==> config.mk <==
export PLATFORM = sky130hd
export DESIGN_NAME = lbk_expect_gen
export DESIGN_NICKNAME = d
export VERILOG_FILES = /design/src/rtl/lbk_pkg.sv /design/src/rtl/lbk_case_sel.sv /design/src/rtl/lbk_case_map.sv /design/src/rtl/lbk_onehot_mux.sv /design/src/rtl/lbk_expect_gen.sv
export SDC_FILE = /design/constraint.sdc
export NUM_CORES = 1
export LEC_CHECK = 0
export ABC_AREA = 1
export BUFFER_PORTS_ARGS = -buffer_cell sky130_fd_sc_hd__buf_4
export CAP_MARGIN = 20
export CORE_AREA = 2 2 87 81
export DETAILED_ROUTE_END_ITERATION = 7
export DIE_AREA = 0 0 89 83
export GPL_ROUTABILITY_DRIVEN = 0
export PLACE_DENSITY_LB_ADDON = 0.15
export SKIP_CTS_REPAIR_TIMING = 1
export SLEW_MARGIN = 20
export SYNTH_ARGS = -nofsm -noshare
export SYNTH_HDL_FRONTEND = slang
export SYNTH_HIERARCHICAL = 1
export SYNTH_SLANG_ARGS = --single-unit
==> constraint.sdc <==
create_clock -name clk -period 0.8 [get_ports clk]
set_input_delay 0.12 -clock clk [delete_from_list [all_inputs] [get_ports clk]]
set_output_delay 0.12 -clock clk [all_outputs]
set_load 0.03 [all_outputs]
==> src/rtl/lbk_pkg.sv <==
package lbk_pkg;
    localparam int WORD_W    = 16;
    localparam int BYTE_W    = 8;
    localparam int NUM_CASES = 4;
    localparam int SEL_HI    = WORD_W - 1 - 6;   // A6
    localparam int SEL_LO    = WORD_W - 1 - 7;   // A7

    typedef logic [WORD_W-1:0] word_t;

    typedef struct packed {
        logic  valid;
        word_t expect_w;
        word_t mask_w;
    } out_st_t;

    localparam word_t MASK_C0 = 16'h7C00;
    localparam word_t MASK_C1 = 16'h7CFF;
    localparam word_t MASK_C2 = 16'hFC00;
    localparam word_t MASK_C3 = 16'hFCFF;

    // Driven bit Ak, with A0 the most significant bit
    function automatic logic bit_a(input word_t w, input int k);
        return w[WORD_W-1-k];
    endfunction
endpackage

==> src/rtl/lbk_case_sel.sv <==
module lbk_case_sel
    import lbk_pkg::*;
#(
    parameter int N = NUM_CASES
) (
    input  word_t          in_word,
    output logic [N-1:0]   case_oh
);
    logic [1:0] code_d;

    always_comb begin
        code_d = {in_word[SEL_HI], in_word[SEL_LO]};
    end

    for (genvar c = 0; c < N; c++) begin : g_dec
        assign case_oh[c] = (code_d == c[1:0]);
    end
endmodule

==> src/rtl/lbk_case_map.sv <==
module lbk_case_map
    import lbk_pkg::*;
#(
    parameter int CASE_ID = 0
) (
    input  word_t in_word,
    output word_t map_expect,
    output word_t map_mask
);
    word_t raw_d;
    word_t mask_d;

    if (CASE_ID == 0) begin : g_c0
        always_comb begin
            raw_d      = '0;
            raw_d[14]  = 1'b1;
            raw_d[13]  = 1'b1;
            raw_d[12]  = 1'b1;
            raw_d[11]  = ~bit_a(in_word, 8);
            raw_d[10]  = ~bit_a(in_word, 9);
            mask_d     = MASK_C0;
        end
    end else if (CASE_ID == 1) begin : g_c1
        always_comb begin
            raw_d      = '0;
            raw_d[14]  = 1'b1;
            raw_d[13]  = 1'b1;
            raw_d[12]  = 1'b1;
            raw_d[11]  = ~bit_a(in_word, 0);
            raw_d[10]  = ~bit_a(in_word, 1);
            for (int j = 0; j < BYTE_W; j++) begin
                raw_d[BYTE_W-1-j] = ~bit_a(in_word, j);
            end
            mask_d     = MASK_C1;
        end
    end else if (CASE_ID == 2) begin : g_c2
        always_comb begin
            raw_d = '0;
            for (int j = 0; j < 6; j++) begin
                raw_d[WORD_W-1-j] = ~bit_a(in_word, 10 + j);
            end
            mask_d = MASK_C2;
        end
    end else begin : g_c3
        always_comb begin
            raw_d = '0;
            for (int j = 0; j < 6; j++) begin
                raw_d[WORD_W-1-j] = bit_a(in_word, 2 + j);
            end
            for (int j = 0; j < BYTE_W; j++) begin
                raw_d[BYTE_W-1-j] = bit_a(in_word, j);
            end
            mask_d = MASK_C3;
        end
    end

    assign map_expect = raw_d & mask_d;
    assign map_mask   = mask_d;
endmodule

==> src/rtl/lbk_onehot_mux.sv <==
module lbk_onehot_mux
    import lbk_pkg::*;
#(
    parameter int N = NUM_CASES
) (
    input  logic [N-1:0]        sel_oh,
    input  word_t [N-1:0]       exp_in,
    input  word_t [N-1:0]       mask_in,
    output word_t               exp_out,
    output word_t               mask_out
);
    always_comb begin
        exp_out  = '0;
        mask_out = '0;
        for (int c = 0; c < N; c++) begin
            exp_out  = exp_out  | (exp_in[c]  & {WORD_W{sel_oh[c]}});
            mask_out = mask_out | (mask_in[c] & {WORD_W{sel_oh[c]}});
        end
    end
endmodule

==> src/rtl/lbk_expect_gen.sv <==
module lbk_expect_gen
    import lbk_pkg::*;
(
    input  logic        clk,
    input  logic        rst_n,
    input  logic        in_valid,
    input  logic [15:0] in_word,
    output logic        out_valid,
    output logic [15:0] out_expect,
    output logic [15:0] out_mask
);
    logic [NUM_CASES-1:0] case_oh;
    word_t [NUM_CASES-1:0] exp_arr;
    word_t [NUM_CASES-1:0] mask_arr;
    word_t sel_exp;
    word_t sel_mask;
    out_st_t st_d;
    out_st_t st_q;

    lbk_case_sel #(.N(NUM_CASES)) i_sel (
        .in_word (in_word),
        .case_oh (case_oh)
    );

    for (genvar c = 0; c < NUM_CASES; c++) begin : g_map
        lbk_case_map #(.CASE_ID(c)) i_map (
            .in_word    (in_word),
            .map_expect (exp_arr[c]),
            .map_mask   (mask_arr[c])
        );
    end

    lbk_onehot_mux #(.N(NUM_CASES)) i_mux (
        .sel_oh   (case_oh),
        .exp_in   (exp_arr),
        .mask_in  (mask_arr),
        .exp_out  (sel_exp),
        .mask_out (sel_mask)
    );

    always_comb begin
        st_d       = st_q;
        st_d.valid = in_valid;
        if (in_valid) begin
            st_d.expect_w = sel_exp;
            st_d.mask_w   = sel_mask;
        end
    end

    always_ff @(posedge clk or negedge rst_n) begin
        if (!rst_n) begin
            st_q <= '0;
        end else begin
            st_q <= st_d;
        end
    end

    assign out_valid  = st_q.valid;
    assign out_expect = st_q.expect_w;
    assign out_mask   = st_q.mask_w;


    case_onehot_chk: assert property (@(posedge clk) disable iff (!rst_n)
        $onehot(case_oh));


    valid_rise_chk: assert property (@(posedge clk) disable iff (!rst_n)
        in_valid |=> out_valid);


    valid_fall_chk: assert property (@(posedge clk) disable iff (!rst_n)
        !in_valid |=> !out_valid);


    dont_care_zero_chk: assert property (@(posedge clk) disable iff (!rst_n)
        out_valid |-> (((out_expect & ~out_mask) == 16'h0) && (out_mask[9:8] == 2'b00)));


    case11_mask_chk: assert property (@(posedge clk) disable iff (!rst_n)
        (in_valid && in_word[9:8] == 2'b11) |=> (out_mask == 16'hFCFF));


    case00_mask_chk: assert property (@(posedge clk) disable iff (!rst_n)
        (in_valid && in_word[9:8] == 2'b00) |=> (out_mask == 16'h7C00));


    hold_chk: assert property (@(posedge clk) disable iff (!rst_n)
        !in_valid |=> ($stable(out_expect) && $stable(out_mask)));
endmodule

==> results of run 1 <==
layout make-up:
class	count	area, um2	share of cell area [%]
well taps	90	113	2.92
multi-input cells	420	1640	42.5
clock inverters	3	17.5	0.454
clock buffers	5	68.8	1.78
inverters	84	328	8.49
repair buffers	84	868	22.5
flip-flops and latches	33	826	21.4
cell families after synthesis:
logic type,Yosys count
buf+inv,215
simple gates,324
flops,33
other cells,8
cells in the final DEF (no fill, tap or decap):
master         instances
buf_12                 4
dlygate4sd3_1          1
clkbuf_16              2
dfrtp_1               33
conb_1                96
nand2_4                1
clkbuf_8               5
nand2_1              307
buf_6                 40
inv_8                  1
inv_4                  2
clkinvlp_4             1
inv_1                 80
buf_4                 37
nor2_4                 3
nand2_2               13
clkinv_2               2
inv_2                  1
synthesized netlist by cell type:
cell | instances | share of area (%)
nand2_1 | 311 | 34
buf_4 | 113 | 24
inv_1 | 83 | 9.0
dfrtp_1 | 33 | 24
buf_6 | 12 | 3.9
nand2_2 | 10 | 1.8
conb_1 | 8 | 0.86
clkbuf_8 | 3 | 1.2
nor2_1 | 3 | 0.32
buf_2 | 2 | 0.29
buf_12 | 1 | 0.58
inv_8 | 1 | 0.32
sequential cells by signal, indices dropped and copies added, names as in the netlist:
| register | cells |
|---|---|
| out_expect | 16 |
| out_valid | 1 |
| out_mask | 16 |
power breakdown:
group	internal, mW	switching [mW]	total (mW)
combinational	0.884	1.15	2.03
sequential	1.87	0.151	2.02
clock	0.601	0.648	1.25
layer usage:
metal	vias up	share of wire (%)	global-route usage, %
met5	-	0	0
met1	1157	48	22.9
met3	10	4.0	3.58
met4	0	1.8	3.80
li1	1525	-	-
met2	48	46	29.0
worst paths after layout:
check / slack [ns] / cells past startpoint / endpoint / startpoint
min: 0.1 / 1 / out_valid / in_valid
max reg2reg: 0.03 / 3 / out_expect[3] / out_expect[3]
min in group asynchronous: 0.33 / 2 / out_expect[9] / rst_n
max: -0.17 / 1 / out_mask[6] / out_mask[6]
max in group asynchronous: 0.15 / 2 / out_expect[5] / rst_n
min reg2reg: 0.49 / 2 / out_expect[12] / out_expect[12]
per-stage QoR:
| stage | hold WS (ns) | setup slack [ns] | instance area (um2) | std cells |
|---|---|---|---|---|
| after floorplan | -0.176 | 0.0197 | 3830 | 668 |
| after CTS | -0.207 | -0.200 | 3530 | 705 |
| after global routing | 0.0963 | -0.196 | 3860 | 719 |
| final | 0.100 | -0.169 | 3860 | 719 |
| after global placement | 0.0988 | -0.226 | 3440 | 697 |
| after detailed placement | 0.109 | -0.260 | 3440 | 697 |
==> results.cfg, run 1 <==
[synthesis]
synthSimpleGateAreaFrac_pct = 35.7
yosys.cell_types.count = 12
synth_area_um2 = 3470
synth_top_family_by_area = buffers and inverters
synth-compound-area-share_pct = 0
synth.avg_cell_area_um2 = 5.99
synthAdderAreaFrac_pct = 0
yosys_register_bits = 33
yosysSeqAreaShare_pct = 23.8
yosysWarnings = 6
syn_inst = 580
synth.area.mux_share_pct = 0
synthXorXnorAreaFrac_pct = 0

[drt]
wl_per_cell_um = 8.82
viasPerCell = 3.81
drtIter0Drc = 83
drt.antenna.violating_nets = 0
totalWireLength_um = 6340
drc_errors = 0
via_count = 2740
drt-pass1-iter-count = 4

[final_layout]
syn_to_final_growth_pct = 11.1
finalCoreUtilization_pct = 59.9
nets = 647
diodes = 0
drive_gt1_share_pct = 17.8
fill_cells = 669

[timing]
setup_ws_ns = -0.169
fin_crit_ns = 0.969
finalCritPeriodShare_pct = 121
setup-tns-final_ns = -4.63
final_max_slew_viol_count = 0
rsz0062_at_grt = yes
hold_violations = 0
setup_viol = 33
clock_skew_ns = 0
clock.fmax_mhz = 1030

[clock_network]
clk_latency_ns = 0.28
cts.htree.levels = 2
cts_inserted_buffers = 5
cts_tree = done
clock_path_buffers = 2
cts.root.buffer_cell = clkbuf_8
clock-sinks = 33
cts.clk_slew.worst_paths_ns = 0.07

[critical_path]
path_buf_inv = 1
crit_type = flip-flop to output port
critPathArrivalTime_ns = 0.85
cp-end-kind = output port
required_ns = 0.68
critical-path-slowest-cell = dfrtp_1
max_stage_delay_ns = 0.42
cp_cell_sequence = buf_6
cp-start-kind = flip-flop
critPathMaxFanout = 2
cp_top_family = flip-flops

[die]
floorplan.initialDensity_pct = 53.9
rows = 28
fp.dieH_um = 83
dieArea_um2 = 7390
core_region_area_um2 = 6450
io_pins = 52
die_x_um = 89

[flow_run]
maxCapViolCount = 0

[global_route]
track_usage_pct = 17.4
grt-ovfl-total = 0
grt_pass1_wl_um = 10400
antenna_found_initial = 0
grt_pass1_vias = 2454
grt_max_degree = 34

[run_status]
status = complete, but fails checks
violations = negative setup slack

[placed_design]
portBuffers = 51
hpwl_um = 4340

[power]
vdd_drop_max_uv = 875
powerDensity_nw_per_um2 = 1370
power_leakage_nw = 2.52
total_power_mw = 5.30

[worst_hold_path]
hold_path.class = input pin to flip-flop
Power figures use the tool's default switching activity.
==> inputs of run 2 (changes only) <==
CORE_AREA = 2 2 53 50   (was 2 2 87 81)
DIE_AREA = 0 0 55 52   (was 0 0 89 83)
GPL_ROUTABILITY_DRIVEN = unset   (was 0)
SYNTH_HIERARCHICAL = unset   (was 1)
clock period = 1.1 ns   (was 0.8 ns; I/O delays follow)
==> run 2 against run 1 <==
  * Sequential share of layout area rose by 14 points
  * Critical path depth did not move
  * Largest power group is now sequential cells
  * Utilization fell by 5.4 points
  * Worst hold slack got worse by 0.0016 ns
  * Total power fell by 70%
  * Register-to-register slack improved by 0.28 ns
  * Via count fell by 69%
  * Synthesized cell count fell by 78%
  * The run now ends clean
  * Flip-flop and latch count fell by 15
  * Synthesized area fell by 72%
==> results.cfg, run 2 <==
[run_status]
status = finished clean

[synthesis]
synth_top_area_cell = dfrtp_1
synth_edf_count = 0
synth.area.top_cells = dfrtp_1, nand2_1, buf_4
synth.avg_cell_area_um2 = 7.63
yosysMostFrequentCell = nand2_1
yosys.cell_types.count = 17
yosysWarnings = 0
synth_top_area_share_pct = 46.9
synth_ff_type = dfrtp_1
async_reset_ff_share_pct = 100
synth_area_um2 = 961
yosysSeqAreaShare_pct = 46.9
synth_common_cells = nand2_1, dfrtp_1, buf_4
yosys_register_bits = 18
syn_inst = 126

[critical_path]
path_depth = 1
path_buf_inv = 1
critPathArrivalTime_ns = 0.93
r2r-start = out_mask[14]
max_stage_delay_ns = 0.46
cp_top_family = flip-flops
cp_cell_sequence = buf_4
regToRegEndpoint = out_mask[14]
worstRegToRegCells = 1
cp-endpoint = out_mask[3]
rrSetupSlack_ns = 0.31
cp-start-kind = flip-flop
critPathLaunch = out_mask[7]
crit_type = flip-flop to output port
cp-end-kind = output port
critPathMaxFanout = 9
critical-path-slowest-cell = dfrtp_2
required_ns = 0.94

[die]
floorplan.initialDensity_pct = 41.1
die_x_um = 55
io_pins = 52
core_region_area_um2 = 2340
rows = 17
fp.dieH_um = 52
dieArea_um2 = 2860

[power]
total_power_mw = 1.57
powerDensity_nw_per_um2 = 1230
vdd_drop_max_uv = 713
power_leakage_nw = 0.733

[placed_design]
pre_cts_slack_ns = 0.219
portBuffers = 47
hpwl_um = 1520
postPlaceCellArea_um2 = 1220
routabilityCongestion = 0.752

[timing]
clock.fmax_mhz = 915
setup_ws_ns = 0.00670
hold_violations = 0
final_max_slew_viol_count = 0
rsz0062_at_grt = yes
whs_ns = 0.0984
setup_viol = 0
finalCritPeriodShare_pct = 99.4
clock_skew_ns = 0
setup-tns-final_ns = 0
fin_crit_ns = 1.09

[drt]
drc_errors = 0
drtIter0Drc = 13
drt-pass1-iter-count = 4
totalWireLength_um = 1940
drt.antenna.violating_nets = 0
viasPerCell = 4.52
via_count = 858
wl_per_cell_um = 10.2

[final_layout]
syn_to_final_growth_pct = 32.6
fill_cells = 237
drive_gt1_share_pct = 34.6
diodes = 0
largest_reg_flops = 14
final_common_cell = nand2_1
stdcell_area_um2 = 1270
mostFrequentLayoutCells = nand2_1, buf_4, dfrtp_1
nets = 183

[global_route]
grt_pass1_wl_um = 2980
grt_max_degree = 19
track_usage_pct = 14.7
grt-ovfl-total = 0
antenna_found_initial = 0
grt_pass1_vias = 727

[flow_run]
maxCapViolCount = 0

[clock_network]
clock_path_buffers = 2
cts_tree = done
clock-sinks = 18
cts.clk_slew.worst_paths_ns = 0.09
cts.htree.levels = 1
clk_latency_ns = 0.28
cts.root.buffer_cell = clkbuf_4
cts_inserted_buffers = 3

[worst_hold_path]
hold_path.class = input pin to flip-flop
## run 2: where the power goes
group	internal, mW	switching, mW
Sequential	0.719	0.0341
Clock	0.127	0.180
Combinational	0.186	0.321
Total	1.03	0.536
## run 2: kinds of logic after synthesis
logic type | share of synthesized area (%)
and+or+nand+nor | 27.2
buffers and inverters | 20.3
DFF | 46.9
AOI/OAI and AO/OA | 5.21
other | 0.390
## run 2: final cells by class
class                           instances  area (um2)  share of cell area (%)
Sequential cell                        18         453                    35.6
Timing Repair Buffer                   48         382                    30.0
Multi-Input combinational cell         79         327                    25.6
Inverter                               14        55.1                    4.32
Tap cell                               28        35.0                    2.75
Clock buffer                            3        22.5                    1.77
## run 2: metrics by stage
stage	utilization (%)	std cells
after CTS	53.1	189
after detailed placement	52.1	186
after global routing	54.4	190
after floorplan	-	129
after global placement	52.1	186
final	54.4	190
## run 2: worst min path at each step
stage | end | slack, ns | cells after the start | start
after floorplan | out_expect[0] | -0.13 | 0 | rst_n
after global placement | out_expect[0] | 0.05 | 1 | rst_n
after detailed placement | out_expect[3] | 0.05 | 1 | rst_n
after CTS | out_expect[3] | -0.27 | 1 | rst_n
after global routing | out_valid | 0.09 | 1 | in_valid
final | out_valid | 0.1 | 1 | in_valid
## run 2: routing by layer
metal | GRT usage [%] | wire (um) | vias to the layer above
met5 | 0 | 0 | -
met4 | 7.32 | 25 | 0
met3 | 2.87 | 162 | 4
met2 | 22.4 | 900 | 38
met1 | 19.5 | 856 | 378
li1 | - | - | 438
